### src/rtl/prs_pkg.sv
package prs_pkg;
  typedef enum logic [4:0] {
    ST_IDLE, ST_PIN_LO, ST_CTL_LO, ST_PWR_ON, ST_HOLD,
    ST_CTL_HI, ST_PIN_HI, ST_AUX_ON, ST_HOLD_SET, ST_PUP_REL,
    ST_PHY_CFG, ST_AUX_OFF, ST_HOLD_CLR, ST_AUX_REON, ST_DEVTYPE,
    ST_DONE, ST_SHUT_PIN, ST_SHUT_CTL
  } step_e;

  typedef struct packed {
    logic pin_n;
    logic ctl_n;
    logic pwr;
    logic aux;
    logic hold;
    logic pup_n;
    logic cfg;
    logic done;
  } drive_t;

  localparam drive_t DRIVE_SAFE = '{pin_n: 1'b0, ctl_n: 1'b0, pwr: 1'b0,
                                    aux: 1'b0, hold: 1'b1, pup_n: 1'b0,
                                    cfg: 1'b0, done: 1'b0};
endpackage

### src/rtl/prs_hold_timer.sv
module prs_hold_timer #(
  parameter int unsigned HOLD_CYCLES = 12_500_000
) (
  input  logic clk,
  input  logic rst_n,
  input  logic run,
  output logic expired
);
  localparam int unsigned CNT_W = (HOLD_CYCLES > 1) ? $clog2(HOLD_CYCLES) : 1;

  generate
    if (HOLD_CYCLES <= 1) begin : g_single
      assign expired = run;
    end else begin : g_count
      logic [CNT_W-1:0] cnt;
      always_ff @(posedge clk) begin
        if (!rst_n || !run) cnt <= '0;
        else                cnt <= cnt + 1'b1;
      end
      assign expired = run && (cnt == CNT_W'(HOLD_CYCLES - 1));
    end
  endgenerate
endmodule

### src/rtl/prs_step_ctrl.sv
module prs_step_ctrl
  import prs_pkg::*;
(
  input  step_e cur,
  input  logic  start,
  input  logic  shutdown,
  input  logic  hold_expired,
  input  logic  phy_cfg_done,
  output step_e nxt
);
  always_comb begin
    nxt = cur;
    if (shutdown && cur != ST_SHUT_PIN && cur != ST_SHUT_CTL) begin
      nxt = ST_SHUT_PIN;
    end else begin
      case (cur)
        ST_IDLE:     if (start) nxt = ST_PIN_LO;
        ST_PIN_LO:   nxt = ST_CTL_LO;
        ST_CTL_LO:   nxt = ST_PWR_ON;
        ST_PWR_ON:   nxt = ST_HOLD;
        ST_HOLD:     if (hold_expired) nxt = ST_CTL_HI;
        ST_CTL_HI:   nxt = ST_PIN_HI;
        ST_PIN_HI:   nxt = ST_AUX_ON;
        ST_AUX_ON:   nxt = ST_HOLD_SET;
        ST_HOLD_SET: nxt = ST_PUP_REL;
        ST_PUP_REL:  nxt = ST_PHY_CFG;
        ST_PHY_CFG:  if (phy_cfg_done) nxt = ST_AUX_OFF;
        ST_AUX_OFF:  nxt = ST_HOLD_CLR;
        ST_HOLD_CLR: nxt = ST_AUX_REON;
        ST_AUX_REON: nxt = ST_DEVTYPE;
        ST_DEVTYPE:  nxt = ST_DONE;
        ST_DONE:     nxt = ST_DONE;
        ST_SHUT_PIN: nxt = ST_SHUT_CTL;
        ST_SHUT_CTL: nxt = ST_IDLE;
        default:     nxt = ST_IDLE;
      endcase
    end
  end
endmodule

### src/rtl/prs_drive_reg.sv
module prs_drive_reg
  import prs_pkg::*;
#(
  parameter int unsigned DEV_W     = 4,
  parameter int unsigned ROOT_CODE = 4
) (
  input  logic             clk,
  input  logic             rst_n,
  input  step_e            nxt,
  output drive_t           drv,
  output logic [DEV_W-1:0] dev_type
);
  always_ff @(posedge clk) begin
    if (!rst_n) begin
      drv      <= DRIVE_SAFE;
      dev_type <= '0;
    end else begin
      drv.cfg  <= (nxt == ST_PHY_CFG);
      drv.done <= (nxt == ST_DONE);
      case (nxt)
        ST_PIN_LO: begin
          drv.pin_n <= 1'b0;
          drv.pwr   <= 1'b0;
          drv.aux   <= 1'b0;
          drv.hold  <= 1'b1;
          drv.pup_n <= 1'b0;
          dev_type  <= '0;
        end
        ST_CTL_LO, ST_SHUT_CTL: drv.ctl_n <= 1'b0;
        ST_PWR_ON:              drv.pwr   <= 1'b1;
        ST_CTL_HI:              drv.ctl_n <= 1'b1;
        ST_PIN_HI:              drv.pin_n <= 1'b1;
        ST_AUX_ON, ST_AUX_REON: drv.aux   <= 1'b1;
        ST_HOLD_SET:            drv.hold  <= 1'b1;
        ST_PUP_REL:             drv.pup_n <= 1'b1;
        ST_AUX_OFF:             drv.aux   <= 1'b0;
        ST_HOLD_CLR:            drv.hold  <= 1'b0;
        ST_DEVTYPE:             dev_type  <= DEV_W'(ROOT_CODE);
        ST_SHUT_PIN:            drv.pin_n <= 1'b0;
        default: ;
      endcase
    end
  end
endmodule

### src/rtl/pcie_rp_bringup_seq.sv
module pcie_rp_bringup_seq
  import prs_pkg::*;
#(
  parameter int unsigned HOLD_CYCLES = 12_500_000,
  parameter int unsigned DEV_W       = 4,
  parameter int unsigned ROOT_CODE   = 4
) (
  input  logic             clk,
  input  logic             rst_n,
  input  logic             start,
  input  logic             shutdown,
  input  logic             phy_cfg_done,
  output logic             perst_pin_n,
  output logic             ctl_perst_n,
  output logic             slot_pwr_en,
  output logic             aux_clk_en,
  output logic             phy_hold_rst,
  output logic             pwrup_rst_n,
  output logic             phy_cfg_start,
  output logic [DEV_W-1:0] dev_type,
  output logic             done
);
  step_e  cur, nxt;
  logic   hold_expired;
  drive_t drv;

  always_ff @(posedge clk) begin
    if (!rst_n) cur <= ST_IDLE;
    else        cur <= nxt;
  end

  prs_hold_timer #(.HOLD_CYCLES(HOLD_CYCLES)) u_timer (
    .clk     (clk),
    .rst_n   (rst_n),
    .run     (cur == ST_HOLD),
    .expired (hold_expired)
  );

  prs_step_ctrl u_ctrl (
    .cur          (cur),
    .start        (start),
    .shutdown     (shutdown),
    .hold_expired (hold_expired),
    .phy_cfg_done (phy_cfg_done),
    .nxt          (nxt)
  );

  prs_drive_reg #(.DEV_W(DEV_W), .ROOT_CODE(ROOT_CODE)) u_drive (
    .clk      (clk),
    .rst_n    (rst_n),
    .nxt      (nxt),
    .drv      (drv),
    .dev_type (dev_type)
  );

  assign perst_pin_n   = drv.pin_n;
  assign ctl_perst_n   = drv.ctl_n;
  assign slot_pwr_en   = drv.pwr;
  assign aux_clk_en    = drv.aux;
  assign phy_hold_rst  = drv.hold;
  assign pwrup_rst_n   = drv.pup_n;
  assign phy_cfg_start = drv.cfg;
  assign done          = drv.done;
endmodule

### config.mk
export PLATFORM = sky130hd
export DESIGN_NAME = pcie_rp_bringup_seq
export DESIGN_NICKNAME = d
export VERILOG_FILES = /design/src/rtl/prs_pkg.sv /design/src/rtl/prs_hold_timer.sv /design/src/rtl/prs_step_ctrl.sv /design/src/rtl/prs_drive_reg.sv /design/src/rtl/pcie_rp_bringup_seq.sv
export SDC_FILE = /design/constraint.sdc
export NUM_CORES = 1
export LEC_CHECK = 0
export BUFFER_PORTS_ARGS = -buffer_cell sky130_fd_sc_hd__buf_2
export CORE_MARGIN = 4
export CORE_UTILIZATION = 55
export CTS_BUF_LIST = sky130_fd_sc_hd__clkbuf_2 sky130_fd_sc_hd__clkbuf_4 sky130_fd_sc_hd__clkbuf_8
export CTS_CLUSTER_DIAMETER = 120
export DETAILED_ROUTE_END_ITERATION = 10
export GPL_ROUTABILITY_DRIVEN = 0
export PLACE_DENSITY_LB_ADDON = 0.15
export SYNTH_ARGS = -nofsm -noshare
export SYNTH_HDL_FRONTEND = slang
export SYNTH_SLANG_ARGS = --single-unit
### constraint.sdc
create_clock -name clk -period 1.85 [get_ports clk]
set_input_delay 0.0925 -clock clk [delete_from_list [all_inputs] [get_ports clk]]
set_output_delay 0.0925 -clock clk [all_outputs]
set_load 0.01 [all_outputs]
==> impl_results.md <==
- Synth top area share: 0.415
- Area leader, netlist: dfxtp_1
- Share of layout cells above drive strength 1: 0.230
- Nets: roughly 250
- Number of synthesized flops with an enable pin: 0
- Critical path type: reg2reg
- Max-cap violations: 0
- Overall Global Routing Usage: 0.203
- Worst Path Arrival: approximately 2.1 ns
- Placed Instances: approximately 280
- Vias: around 1600
- Largest delay share family, worst path: simple AND/OR/NAND/NOR gates
- 1st-iter DRT viols: approximately 140
- Global-route wire length before repair: roughly 6700 microns
- Area growth from synthesis to layout: 16.2%
- Largest net degree at the start of global routing: 24
- DRC: 0
- Power, Total: ~1.4 mW
- Die Wd: 65.7 microns
- CP cell instances: nor4_2, nand4b_1, or3_4, nand2_8, buf_4, a21oi_1, o32ai_1
- Count of final hold-check violations: 0
- Gate Count Post-Synth: around 210
- Vias in the first global route: 1483
- Die H: approximately 66 microns
- Synth Flop Type: dfxtp_1
- GRT overflow: 0
- Fin. max-slew vios: 0
- Status: finished clean
- Hold WC Path Type: in2reg
- Root buf cell: clkbuf_4
- F_max: 0.555 GHz
- Max incr delay on CP: about 0.45 ns
- Synth Register Bits: 38
- Clock-pin slew on the worst setup and hold paths: approximately 0.12 ns
- Area of the mapped netlist: around 1800 sq um
- Starting density of the core: 0.586
- CORE AREA: roughly 3100 sq um
- CP max FO: 8
- Mapped Avg Cell Area: between 8 and 9 sq um
- Startpoint Class: flop
- Util after Layout: 0.681
- PwrDens: between 600 and 700 nW/um^2
- Static Leakage: around 0.8 nW
- Peak supply drop: between 0.0004 and 0.0005 V
- Top post-synthesis cells by count: 38 x dfxtp_1, 35 x nor2_1, 17 x nand2_1, 14 x xor2_1, 12 x a21oi_1
- Clock sink total: 38
- H-tree levels: 2
- Yosys warns: 0
- Asr flop ratio synth: 0
- Initial antenna violation count: 0
- Final cell count without fillers: about 290
- Final clock skew: 0.0101 ns
- Post-route ant nets: 0
- Most frequent cell after synthesis: dfxtp_1
- Critical path data required time: between 2 and 2.5 ns
- Port bufs: 13
- Full die area: 4320 sq um
- Post-synthesis sequential area ratio: 0.415
- Yosys cell types: 48
- Buf/Inv on CP: 1
- Diodes inserted: 0
- CTS buffer count: 5
- CTS tree: done
- Ports: 17
- Final Setup Violations: 0
- DR WL/cell: approximately 13 microns
- Post-DP HPWL: 2770 microns
- Via density: around 5.4
- DRT Pass-1 Iters: 4
- CP Capture Type: flop
- Synth area leaders: dfxtp_1 42%, nor2_1 7.2%, xor2_1 6.7%, xnor2_1 3.8%, nand2_1 3.5%
- Slowest stage cell, crit path: or3_4
- Worst skew pair latency: 0.36 ns
- Final Cycle Share: 0.973
- Clock Path Buffers: 2
- # rows: 20
- # fillers: ~270
- Final min period: 1.80 ns
- Final wirelength: 3800 microns
cell type report:
class | count | area [sq um] | area share
clock inverters | 2 | 12.5 | 0.00587
multi-input cells | 159 | 1010 | 0.473
well taps | 44 | 55.1 | 0.0258
inverters | 4 | 15.0 | 0.00705
flip-flops and latches | 38 | 766 | 0.359
clock buffers | 6 | 51.3 | 0.0241
repair buffers | 34 | 223 | 0.105
power by group:
group,switching (mW),total [mW],internal [mW]
clock,0.277,0.460,0.183
sequential,0.00507,0.828,0.823
combinational,0.0742,0.123,0.0492
worst reg2reg max path, stage by stage (launching register included):
cell,delay (ns)
dfxtp_1,0.38
nor4_2,0.29
nand4b_1,0.15
or3_4,0.45
nand2_8,0.12
buf_4,0.14
a21oi_1,0.06
o32ai_1,0.14
cells in the final DEF (no fill, tap or decap), types with 2 or more instances in the layout:
cell type,instances
nor2_1,35
nand2b_1,2
clkbuf_4,5
xor2_1,14
o21ai_0,3
dfxtp_2,4
nand4_1,7
nand3_1,11
and2_1,2
nor3_1,3
or3_1,3
nor4_2,2
a22o_1,2
dfxtp_1,34
inv_1,4
buf_2,13
and3_1,5
nor2b_1,2
a21oi_1,12
mux2i_1,2
and4_1,5
conb_1,3
buf_4,21
nand2_1,17
xnor2_1,8
state kept, by name, indices dropped and copies added (netlist names):
| register | cells |
|---|---|
| u_timer.g_count.cnt | 24 |
| u_drive.dev_type | 1 |
| cur | 5 |
| u_drive.drv | 8 |
final timing paths:
| check | from | end | slack (ns) | cells past startpoint |
|---|---|---|---|---|
| min | rst_n | u_timer.g_count.cnt[1] | 0.07 | 2 |
| max | u_timer.g_count.cnt[6] | u_drive.drv[3] | 0.05 | 7 |
| max reg2reg | u_timer.g_count.cnt[6] | u_drive.drv[3] | 0.05 | 7 |
| min reg2reg | u_drive.dev_type[2] | u_drive.dev_type[2] | 0.48 | 1 |
repair_timing:
action	4_1_cts	5_1_grt
resized for setup	1	6
endpoints found under the setup margin	1	4
hold buffers	0	0
buffers inserted	0	1
hold endpoints to repair	0	0
pin swaps	0	2
kinds of logic after synthesis:
logic type | count (synthesis) | share of synthesized area
AND/OR/NAND/NOR | 100 | 0.283
flip-flops | 38 | 0.415
AO/OA/AOI/OAI | 31 | 0.127
XOR/XNOR | 22 | 0.105
buffers and inverters | 16 | 0.0505
multiplexers | 2 | 0.0109
adder cells (fa/ha/maj) | 1 | 0.00682
other | 1 | 0.00205
metrics by stage:
step | instance area (sq um) | hold slack, ns | TNS, ns | worst slack, ns
2_1_floorplan | 1840 | 0.214 | 0 | 0.0135
3_3_place_gp | 2030 | 0.436 | 0 | 0.0670
3_5_place_dp | 2030 | 0.430 | 0 | 0.0261
4_1_cts | 2100 | 0.0502 | 0 | 0.0220
5_1_grt | 2130 | 0.0441 | -0.0163 | -0.0160
6_report | 2130 | 0.0688 | 0 | 0.0498
per-layer routing:
metal / part of all wire / vias up / routed length, microns / GRT usage
met1: 0.48 / 708 / 1840 / 0.271
li1: - / 799 / - / -
met3: 0.067 / 5 / 255 / 0.0786
met4: 0.0082 / 0 / 31 / 0.0751
met2: 0.44 / 43 / 1670 / 0.295
met5: 0 / - / 0 / 0
No activity file was read; power rests on OpenSTA's default activity.
